$ cat src/rtl/wms_pkg.sv
package wms_pkg;

    typedef enum logic {
        PH_THEN = 1'b0,
        PH_ELSE = 1'b1
    } path_phase_e;

    typedef enum logic [1:0] {
        STK_IDLE   = 2'd0,
        STK_PUSH   = 2'd1,
        STK_POP    = 2'd2,
        STK_TOELSE = 2'd3
    } stack_op_e;

    function automatic logic lanes_split(input logic [63:0] taken, input logic [63:0] fallen);
        return (taken != '0) && (fallen != '0);
    endfunction

endpackage

$ cat src/rtl/wms_stack.sv
module wms_stack
    import wms_pkg::*;
#(
    parameter int LANES = 8,
    parameter int PCW   = 8,
    parameter int DEPTH = 4
) (
    input  logic              clk,
    input  logic              rst,
    input  stack_op_e         op_i,
    input  logic [PCW-1:0]    push_reconv_i,
    input  logic [PCW-1:0]    push_else_i,
    input  logic [LANES-1:0]  push_saved_i,
    input  logic [LANES-1:0]  push_emask_i,
    output logic [PCW-1:0]    top_reconv_o,
    output logic [PCW-1:0]    top_else_o,
    output logic [LANES-1:0]  top_saved_o,
    output logic [LANES-1:0]  top_emask_o,
    output path_phase_e       top_phase_o,
    output logic              empty_o,
    output logic              full_o
);
    localparam int SPW  = $clog2(DEPTH + 1);
    localparam int IDXW = (DEPTH > 1) ? $clog2(DEPTH) : 1;

    logic [SPW-1:0]   sp_q;
    logic [IDXW-1:0]  top_idx;
    logic [IDXW-1:0]  wr_idx;
    logic [DEPTH-1:0] wr_sel;
    logic [DEPTH-1:0] else_sel;

    logic [PCW-1:0]   reconv_q [DEPTH];
    logic [PCW-1:0]   else_q   [DEPTH];
    logic [LANES-1:0] saved_q  [DEPTH];
    logic [LANES-1:0] emask_q  [DEPTH];
    path_phase_e      phase_q  [DEPTH];

    assign top_idx = IDXW'(sp_q - 1'b1);
    assign wr_idx  = IDXW'(sp_q);
    assign empty_o = (sp_q == '0);
    assign full_o  = (sp_q == SPW'(DEPTH));

    generate
        for (genvar e = 0; e < DEPTH; e++) begin : g_entry
            assign wr_sel[e]   = (op_i == STK_PUSH)   && (wr_idx  == IDXW'(e));
            assign else_sel[e] = (op_i == STK_TOELSE) && (top_idx == IDXW'(e));

            always_ff @(posedge clk) begin
                if (rst) begin
                    phase_q[e]  <= PH_THEN;
                    reconv_q[e] <= '0;
                    else_q[e]   <= '0;
                    saved_q[e]  <= '0;
                    emask_q[e]  <= '0;
                end else if (wr_sel[e]) begin
                    phase_q[e]  <= PH_THEN;
                    reconv_q[e] <= push_reconv_i;
                    else_q[e]   <= push_else_i;
                    saved_q[e]  <= push_saved_i;
                    emask_q[e]  <= push_emask_i;
                end else if (else_sel[e]) begin
                    phase_q[e]  <= PH_ELSE;
                end
            end
        end
    endgenerate

    always_ff @(posedge clk) begin
        if (rst) begin
            sp_q <= '0;
        end else begin
            case (op_i)
                STK_PUSH: sp_q <= sp_q + 1'b1;
                STK_POP:  sp_q <= sp_q - 1'b1;
                default:  sp_q <= sp_q;
            endcase
        end
    end

    assign top_reconv_o = reconv_q[top_idx];
    assign top_else_o   = else_q[top_idx];
    assign top_saved_o  = saved_q[top_idx];
    assign top_emask_o  = emask_q[top_idx];
    assign top_phase_o  = phase_q[top_idx];

    // the controller never pushes onto a full stack
    p_push_not_full_r9: assert property (@(posedge clk) disable iff (rst)
        (op_i == STK_PUSH) |-> !full_o);

    // a pop or phase change only happens with an entry present
    p_pop_not_empty_r5: assert property (@(posedge clk) disable iff (rst)
        (op_i == STK_POP || op_i == STK_TOELSE) |-> !empty_o);

    // depth never exceeds the parameter
    p_depth_bound_r8: assert property (@(posedge clk) disable iff (rst)
        sp_q <= SPW'(DEPTH));

endmodule

$ cat src/rtl/wms_ctrl.sv
module wms_ctrl
    import wms_pkg::*;
#(
    parameter int LANES = 8,
    parameter int PCW   = 8
) (
    input  logic              step_i,
    input  logic              is_branch_i,
    input  logic              is_jump_i,
    input  logic [LANES-1:0]  cond_i,
    input  logic [PCW-1:0]    target_i,
    input  logic [PCW-1:0]    pc_i,
    input  logic [LANES-1:0]  mask_i,
    input  logic [PCW-1:0]    top_reconv_i,
    input  logic [PCW-1:0]    top_else_i,
    input  logic [LANES-1:0]  top_saved_i,
    input  logic [LANES-1:0]  top_emask_i,
    input  path_phase_e       top_phase_i,
    input  logic              empty_i,
    input  logic              full_i,
    output stack_op_e         op_o,
    output logic [PCW-1:0]    pc_next_o,
    output logic [LANES-1:0]  mask_next_o,
    output logic              ovf_set_o
);
    logic [LANES-1:0] taken_lanes;
    logic [LANES-1:0] fallen_lanes;
    logic [PCW-1:0]   pc_seq;
    logic             split;
    logic             then_close;

    assign taken_lanes  = mask_i & cond_i;
    assign fallen_lanes = mask_i & ~cond_i;
    assign pc_seq       = pc_i + 1'b1;
    assign split        = lanes_split(64'(taken_lanes), 64'(fallen_lanes));
    assign then_close   = !empty_i && (top_phase_i == PH_THEN) && is_jump_i
                          && (target_i == top_reconv_i);

    always_comb begin
        op_o        = STK_IDLE;
        pc_next_o   = pc_i;
        mask_next_o = mask_i;
        ovf_set_o   = 1'b0;
        if (step_i) begin
            pc_next_o = pc_seq;
            if (is_branch_i) begin
                if (split) begin
                    if (full_i) begin
                        ovf_set_o = 1'b1;
                    end else begin
                        op_o        = STK_PUSH;
                        mask_next_o = taken_lanes;
                    end
                end else if (taken_lanes == '0) begin
                    pc_next_o = target_i;
                end
            end else if (is_jump_i) begin
                if (then_close) begin
                    if (top_else_i == top_reconv_i) begin
                        op_o        = STK_POP;
                        mask_next_o = top_saved_i;
                        pc_next_o   = top_reconv_i;
                    end else begin
                        op_o        = STK_TOELSE;
                        mask_next_o = top_emask_i;
                        pc_next_o   = top_else_i;
                    end
                end else begin
                    pc_next_o = target_i;
                end
            end
            if (op_o == STK_IDLE && !empty_i && top_phase_i == PH_ELSE
                && pc_next_o == top_reconv_i) begin
                op_o        = STK_POP;
                mask_next_o = top_saved_i;
            end
        end
    end

endmodule

$ cat src/rtl/warp_mask_stack.sv
module warp_mask_stack
    import wms_pkg::*;
#(
    parameter int LANES    = 8,
    parameter int PCW      = 8,
    parameter int DEPTH    = 4,
    parameter int RESET_PC = 0
) (
    input  logic              clk,
    input  logic              rst,
    input  logic              step_i,
    input  logic              is_branch_i,
    input  logic              is_jump_i,
    input  logic [LANES-1:0]  cond_i,
    input  logic [PCW-1:0]    target_i,
    input  logic [PCW-1:0]    reconv_i,
    output logic [PCW-1:0]    pc_o,
    output logic [LANES-1:0]  mask_o,
    output logic [LANES-1:0]  wb_en_o,
    output logic              overflow_o
);
    localparam logic [LANES-1:0] ALL_LANES = '1;
    localparam logic [PCW-1:0]   PC_INIT   = PCW'(RESET_PC);

    logic [PCW-1:0]   pc_q, pc_d;
    logic [LANES-1:0] mask_q, mask_d;
    logic             ovf_q, ovf_set;
    stack_op_e        op_w;

    logic [PCW-1:0]   top_reconv, top_else;
    logic [LANES-1:0] top_saved, top_emask;
    path_phase_e      top_phase;
    logic             stk_empty, stk_full;

    wms_stack #(.LANES(LANES), .PCW(PCW), .DEPTH(DEPTH)) u_stack (
        .clk           (clk),
        .rst           (rst),
        .op_i          (op_w),
        .push_reconv_i (reconv_i),
        .push_else_i   (target_i),
        .push_saved_i  (mask_q),
        .push_emask_i  (mask_q & ~cond_i),
        .top_reconv_o  (top_reconv),
        .top_else_o    (top_else),
        .top_saved_o   (top_saved),
        .top_emask_o   (top_emask),
        .top_phase_o   (top_phase),
        .empty_o       (stk_empty),
        .full_o        (stk_full)
    );

    wms_ctrl #(.LANES(LANES), .PCW(PCW)) u_ctrl (
        .step_i       (step_i),
        .is_branch_i  (is_branch_i),
        .is_jump_i    (is_jump_i),
        .cond_i       (cond_i),
        .target_i     (target_i),
        .pc_i         (pc_q),
        .mask_i       (mask_q),
        .top_reconv_i (top_reconv),
        .top_else_i   (top_else),
        .top_saved_i  (top_saved),
        .top_emask_i  (top_emask),
        .top_phase_i  (top_phase),
        .empty_i      (stk_empty),
        .full_i       (stk_full),
        .op_o         (op_w),
        .pc_next_o    (pc_d),
        .mask_next_o  (mask_d),
        .ovf_set_o    (ovf_set)
    );

    always_ff @(posedge clk) begin
        if (rst) begin
            pc_q   <= PC_INIT;
            mask_q <= ALL_LANES;
            ovf_q  <= 1'b0;
        end else begin
            pc_q   <= pc_d;
            mask_q <= mask_d;
            ovf_q  <= ovf_q | ovf_set;
        end
    end

    assign pc_o       = pc_q;
    assign mask_o     = mask_q;
    assign overflow_o = ovf_q;
    assign wb_en_o    = (step_i && !is_branch_i && !is_jump_i) ? mask_q : '0;

    // overflow flag is sticky until reset
    p_no_overflow_clear_r9: assert property (@(posedge clk) disable iff (rst)
        ovf_q |=> ovf_q);

    // a pop brings back the mask saved with the entry
    p_pop_restore_r5: assert property (@(posedge clk) disable iff (rst)
        (op_w == STK_POP) |=> (mask_q == $past(top_saved)));

    // a push narrows the mask to the condition-true lanes
    p_push_then_mask_r3: assert property (@(posedge clk) disable iff (rst)
        (op_w == STK_PUSH) |=> ((mask_q & ~$past(cond_i)) == '0) && (mask_q != '0));

    // nothing moves while issue is stalled
    p_stall_hold_r11: assert property (@(posedge clk) disable iff (rst)
        !step_i |=> $stable(pc_q) && $stable(mask_q));

endmodule

$ cat config.mk
export PLATFORM = sky130hd
export DESIGN_NAME = warp_mask_stack
export DESIGN_NICKNAME = d
export VERILOG_FILES = /design/src/rtl/wms_pkg.sv /design/src/rtl/wms_stack.sv /design/src/rtl/wms_ctrl.sv /design/src/rtl/warp_mask_stack.sv
export SDC_FILE = /design/constraint.sdc
export NUM_CORES = 1
export LEC_CHECK = 0
export ABC_AREA = 1
export BUFFER_PORTS_ARGS = -buffer_cell sky130_fd_sc_hd__buf_2
export CORE_AREA = 2 2 149 151
export CTS_CLUSTER_DIAMETER = 40
export CTS_CLUSTER_SIZE = 20
export DETAILED_ROUTE_END_ITERATION = 12
export DIE_AREA = 0 0 151 153
export HOLD_SLACK_MARGIN = 0.02
export REMOVE_ABC_BUFFERS = 1
export SLEW_MARGIN = 10
export SYNTH_ARGS = -nofsm -noshare
export SYNTH_HDL_FRONTEND = slang
export SYNTH_HIERARCHICAL = 1
export SYNTH_SLANG_ARGS = --single-unit
$ cat constraint.sdc
create_clock -name clk -period 8 [get_ports clk]
set_clock_uncertainty 0.2 [all_clocks]
set_input_delay 0.8 -clock clk [delete_from_list [all_inputs] [get_ports clk]]
set_output_delay 0.8 -clock clk [all_outputs]
set_load 0.01 [all_outputs]
==> flow_summary.ini, run 1 <==
[cts]
cts_resized = 0
hold_buffers = 0
cts_tree = built
ctsHtreeMaxLevel = 4
cts_max_path_buffers = 2
cts_num_sinks = 152
post_cts_buffers = 0
path_clk_slew_ns = 0.06
clockRootBuffer = clkbuf_16
cts_buffers = 17
insertion_delay_ns = 0.43

[sta]
max_slew_margin_pct = 31.8
tightest_slew_ns = 1.02
setup_viol = 0
slew_viol_final = 0
hold_violations = 0
timing.hold.ws_ns = 0.280
tns_ns = 0
period_share_pct = 78.3
fin_crit_ns = 6.27
rsz0062_at_grt = no
fmax_ghz = 0.160

[synthesis]
synth.distinct_cells = 39
syn_inst = 1009
ys_seq_area_share_pct = 50.6
synthArstFlopShare_pct = 0
syn_area_sq_mm = 0.00863
ys.flop_type = edfxtp_1
ys_warn_count = 6
synth-edff-count = 132
ys_seq_elements = 152
syn_area_per_cell_sq_um = 8.55

[detailed_routing]
drcViolationCount = 0
drt_iter0_markers = 718
drt-vias-per-instance = 5.27
wire_per_inst_um = 18.1
first_pass_iters = 6
vias = 7020
routed_wl_um = 24100
ant_nets = 0

[worst_setup_path]
critPathMaxStageDelay_ns = 0.77
cp-start-kind = flip-flop
cp_max_fo = 22
cp_data_arrival_time_ns = 6.19
crit_type = reg -> reg
worstPathRequired_ns = 7.92
crit_slowest_cell = inv_1
setup.worst_path.end_class = flip-flop
worst_path_most_repeated_cell = nand2_1

[grt]
grt_busiest_layer = met2
grt_pass1_wl_um = 38300
use_met3_pct = 3.61
antenna_found_initial = 0
grt_pass1_vias = 6730
grt_usage_pct = 21.7
use_met2_pct = 33.2
grt_overflow = 0
grt_max_degree = 72
met1_usage_pct = 31.2

[placed_design]
gp_congestion = 0.908
place_inst = 1301
dpl.hpwl_um = 16100
numPortBuffers = 53

[die]
io_pins = 54
rows = 54
core-area_sq_mm = 0.0215
start_util_pct = 40.2
die_y_um = 153
die_w_um = 151
dieArea_sq_mm = 0.0231

[finish]
final_cell_mix = 242 x nor2_1, 141 x nand2_1, 132 x edfxtp_1, 115 x inv_1, 93 x o21ai_0
num_antenna_cells = 0
drive_above_1_share_pct = 13.2
final_common_cell = nor2_1
fin_cells = 1331
fin_nets = 1081
areaGrowthSynthToFinish_pct = 10.5
utilization_pct = 44.4

[min_path]
hold_path_class = reg -> reg

[run_status]
status = finished clean

[power_and_ir_drop]
powerDensity_mw_per_mm2 = 227
p_leak_nw = 4.25
irDropWorstVdd_mv = 0.159

[flow_run]
maxCapViolCount = 0
registers in the layout, indices dropped and copies added, names as in the netlist:
signal            flops
mask_o                8
overflow_o            1
pc_o                  8
u_stack/else_q       32
u_stack/emask_q      32
u_stack/phase_q       4
u_stack/reconv_q     32
u_stack/saved_q      32
u_stack/sp_q          3
Yosys cell counts, types with 9 or more instances:
library cell / number / area [sq um]
edfxtp_1: 132 / 3960
clkbuf_1: 9 / 33.8
ha_1: 12 / 150
o211ai_1: 12 / 90.1
a21oi_1: 17 / 85.1
o22ai_1: 37 / 231
nand2_2: 9 / 56.3
nand2_1: 141 / 529
buf_6: 19 / 214
dfxtp_1: 20 / 400
o21ai_0: 93 / 465
inv_2: 10 / 37.5
buf_2: 10 / 50.1
inv_1: 115 / 432
nand3_1: 47 / 235
nor2_1: 242 / 908
area by class of cell:
| cell class | instances | area (sq um) |
|---|---|---|
| Timing Repair Buffer | 59 | 310 |
| Inverter | 125 | 469 |
| Sequential cell | 152 | 4370 |
| Tap cell | 280 | 350 |
| Clock inverter | 11 | 173 |
| Fill cell | 2139 | 12000 |
| Clock buffer | 19 | 433 |
| Multi-Input combinational cell | 685 | 3430 |
final timing paths:
kind                    from                endpoint  slack [ns]  cells after the start
min reg2reg       overflow_o              overflow_o        0.28                      2
min               overflow_o              overflow_o        0.28                      2
max reg2reg  u_stack/sp_q[1]  u_stack/reconv_q[0][7]        1.73                     26
max          u_stack/sp_q[1]  u_stack/reconv_q[0][7]        1.73                     26
layer usage:
layer / up-vias / wire (um)
li1: 3398 / -
met1: 3354 / 10900
met2: 228 / 11100
met3: 40 / 1510
met4: 0 / 584
met5: - / 0
kinds of logic (layout without fill, tap and decap cells):
group	after synthesis	after routing	share of synthesized area (%)
and+or+nand+nor	484	484	24.9
AOI/OAI and AO/OA	175	175	11.7
buffers and inverters	172	214	9.62
DFF	152	152	50.6
xor gates and xnor gates	14	14	1.51
adders and majority gates	12	12	1.74
power by group:
part	internal, mW	switching [mW]	total (mW)	leakage (nW)
logic	0.114	0.274	0.388	2.42
registers	0.906	0.0237	0.930	1.54
clock network	0.520	0.324	0.844	0.294
total	1.54	0.621	2.16	4.25
through the flow:
| stage | total power [mW] | setup slack, ns | cell area (sq um) |
|---|---|---|---|
| 2_1_floorplan | 1.20 | 1.09 | 8270 |
| 3_3_place_gp | 1.33 | 2.01 | 8930 |
| 3_5_place_dp | 1.33 | 1.80 | 8930 |
| 4_1_cts | 2.17 | 1.77 | 9530 |
| 5_1_grt | 2.25 | 1.21 | 9530 |
| 6_report | 2.16 | 1.73 | 9530 |
critical path, delay by kind of cell (launching register included):
family                     cells  cell delay (ns)
buffers and inverters          7             2.11
and+or+nand+nor               13             1.44
AOI/OAI and AO/OA              4             0.96
adders and majority gates      2             0.80
DFF                            1             0.41
No activity file was read; power rests on OpenSTA's default activity.
==> run 2: changes to the inputs <==
Clock period 8 ns to 5.2 ns, I/O delays scaled along.
==> flow_summary.ini, run 2 (synthesis gave the netlist of run 1 again) <==
[worst_setup_path]
cp_max_fo = 16
cp_data_arrival_time_ns = 4.84
crit_type = reg -> reg
setup.worst_path.end_class = flip-flop
worstPathRequired_ns = 5.17
cp-start-kind = flip-flop

[placed_design]
place_ws_ns = 0.0599
place_inst = 1312
numPortBuffers = 53
place_area_sq_mm = 0.00901
dpl.hpwl_um = 15500
gp_congestion = 0.883

[finish]
final_common_cell = nor2_1
areaGrowthSynthToFinish_pct = 13.7
drive_above_1_share_pct = 15.9
nFillCells = 2118
final_cell_mix = 242 x nor2_1, 141 x nand2_1, 132 x edfxtp_1, 114 x inv_1, 93 x o21ai_0
utilization_pct = 45.6
num_antenna_cells = 0
regArea_sq_mm = 0.00437
fin_nets = 1103
fin_cells = 1355
multi_input_area_sq_mm = 0.00356
final_cell_area_sq_mm = 0.00981

[grt]
grt_max_degree = 72
grt_usage_pct = 20.9
grt_pass1_vias = 6736
antenna_found_initial = 0
grt_pass1_wl_um = 37200
grt_overflow = 0

[detailed_routing]
m1WireLength_um = 11100
drt_iter0_markers = 793
met3_length_um = 1570
ant_nets = 0
routed_wl_um = 24600
wl_met2_um = 11500
first_pass_iters = 7
wire_per_inst_um = 18.1
drt-vias-per-instance = 5.25
vias = 7114
drcViolationCount = 0
routed.top_layer = met4

[cts]
cts_buffers = 17
insertion_delay_ns = 0.42
cts_max_path_buffers = 2
cts_num_sinks = 152
clockRootBuffer = clkbuf_16
path_clk_slew_ns = 0.07
ctsHtreeMaxLevel = 4
cts_tree = built

[die]
dieArea_sq_mm = 0.0231
io_pins = 54
die_w_um = 151
core-area_sq_mm = 0.0215
start_util_pct = 40.2
die_y_um = 153
rows = 54

[power_and_ir_drop]
p_leak_nw = 4.34
irDropWorstVdd_mv = 0.241
comb_power_share_pct = 19.7
swShare_pct = 30.7
p_clk_share_pct = 36.7
internal_power_mw = 2.27
total_power_mw = 3.28
p_sw_mw = 1.01
sequentialPowerShare_pct = 43.6
powerDensity_mw_per_mm2 = 334

[sta]
setup_slack_ns = 0.332
tightest_slew_ns = 0.745
fin_crit_ns = 4.87
rsz0062_at_grt = no
max_slew_margin_pct = 50.3
fmax_ghz = 0.205
setup_viol = 0
period_share_pct = 93.6
hold_violations = 0
slew_viol_final = 0

[flow_run]
maxCapViolCount = 0

[run_status]
status = finished clean

[min_path]
hold_path_class = in -> reg
[run 2: cell types whose count changed in the layout (fill, tap and decap cells not counted), sizes merged]
cell,change
clkbuf,-1
nand3,+5
clkinvlp,+3
bufinv,-3
clkinv,+1
buf,+16
inv,+3
[run 2: power by group through the flow]
stage	sequential, mW	clock (mW)	combinational, mW
2_1_floorplan	1.45	0	0.392
3_3_place_gp	1.45	0	0.602
3_5_place_dp	1.45	0	0.603
4_1_cts	1.43	1.22	0.606
5_1_grt	1.43	1.27	0.714
6_report	1.43	1.20	0.647
[run 2: critical path: stages, from the launching register on]
cell	delay (ns)
dfxtp_1	0.42
inv_1	0.16
ha_4	0.36
clkinvlp_4	0.20
o21ai_0	0.14
o22ai_1	0.10
buf_4	0.17
xnor2_1	0.27
nand2_1	0.15
nor2_2	0.21
nand2_4	0.13
a21oi_1	0.15
nand2_1	0.08
nand2_2	0.07
nand2_1	0.08
nand2_1	0.10
nand3_1	0.09
nor2_2	0.14
nand4_4	0.17
a21oi_2	0.22
inv_1	0.07
ha_1	0.28
buf_4	0.26
nand3_4	0.29
nor2_1	0.08
[run 2: per-stage QoR]
stage | TNS [ns] | hold slack (ns)
global route | 0 | 0.247
floorplan | -366.83 | 0.287
CTS | 0 | 0.231
finish | 0 | 0.240
detailed placement | 0 | 0.283
global placement | 0 | 0.285
[run 2: worst paths after layout]
path              startpoint  depth (start not counted)                endpoint  slack, ns
min              reconv_i[0]                          3  u_stack/reconv_q[0][0]       0.24
max          u_stack/sp_q[1]                         24   u_stack/emask_q[0][1]       0.33
min reg2reg       overflow_o                          2              overflow_o       0.29
max reg2reg  u_stack/sp_q[1]                         24   u_stack/emask_q[0][1]       0.33
[run 2: area by class of cell]
type | count | share of cell area [%]
Clock inverter | 14 | 1.42
Multi-Input combinational cell | 690 | 36.3
Timing Repair Buffer | 75 | 4.85
Tap cell | 280 | 3.57
Timing Repair inverter | 1 | 0.0766
Clock buffer | 18 | 4.38
Sequential cell | 152 | 44.5
Inverter | 125 | 4.93
[run 2: what timing repair did]
item | 4_1_cts | 5_1_grt
setup endpoints to repair | 0 | 261
hold buffers | 0 | 0
gates resized for setup | 0 | 25
buffers inserted | 0 | 5
hold endpoints to repair | 0 | 0
[run 2: per-layer routing]
metal / GRT usage (%) / up-vias
met4: 6.19 / 0
met3: 2.93 / 22
li1: - / 3461
met2: 32.4 / 239
met1: 30.4 / 3392
met5: 0 / -
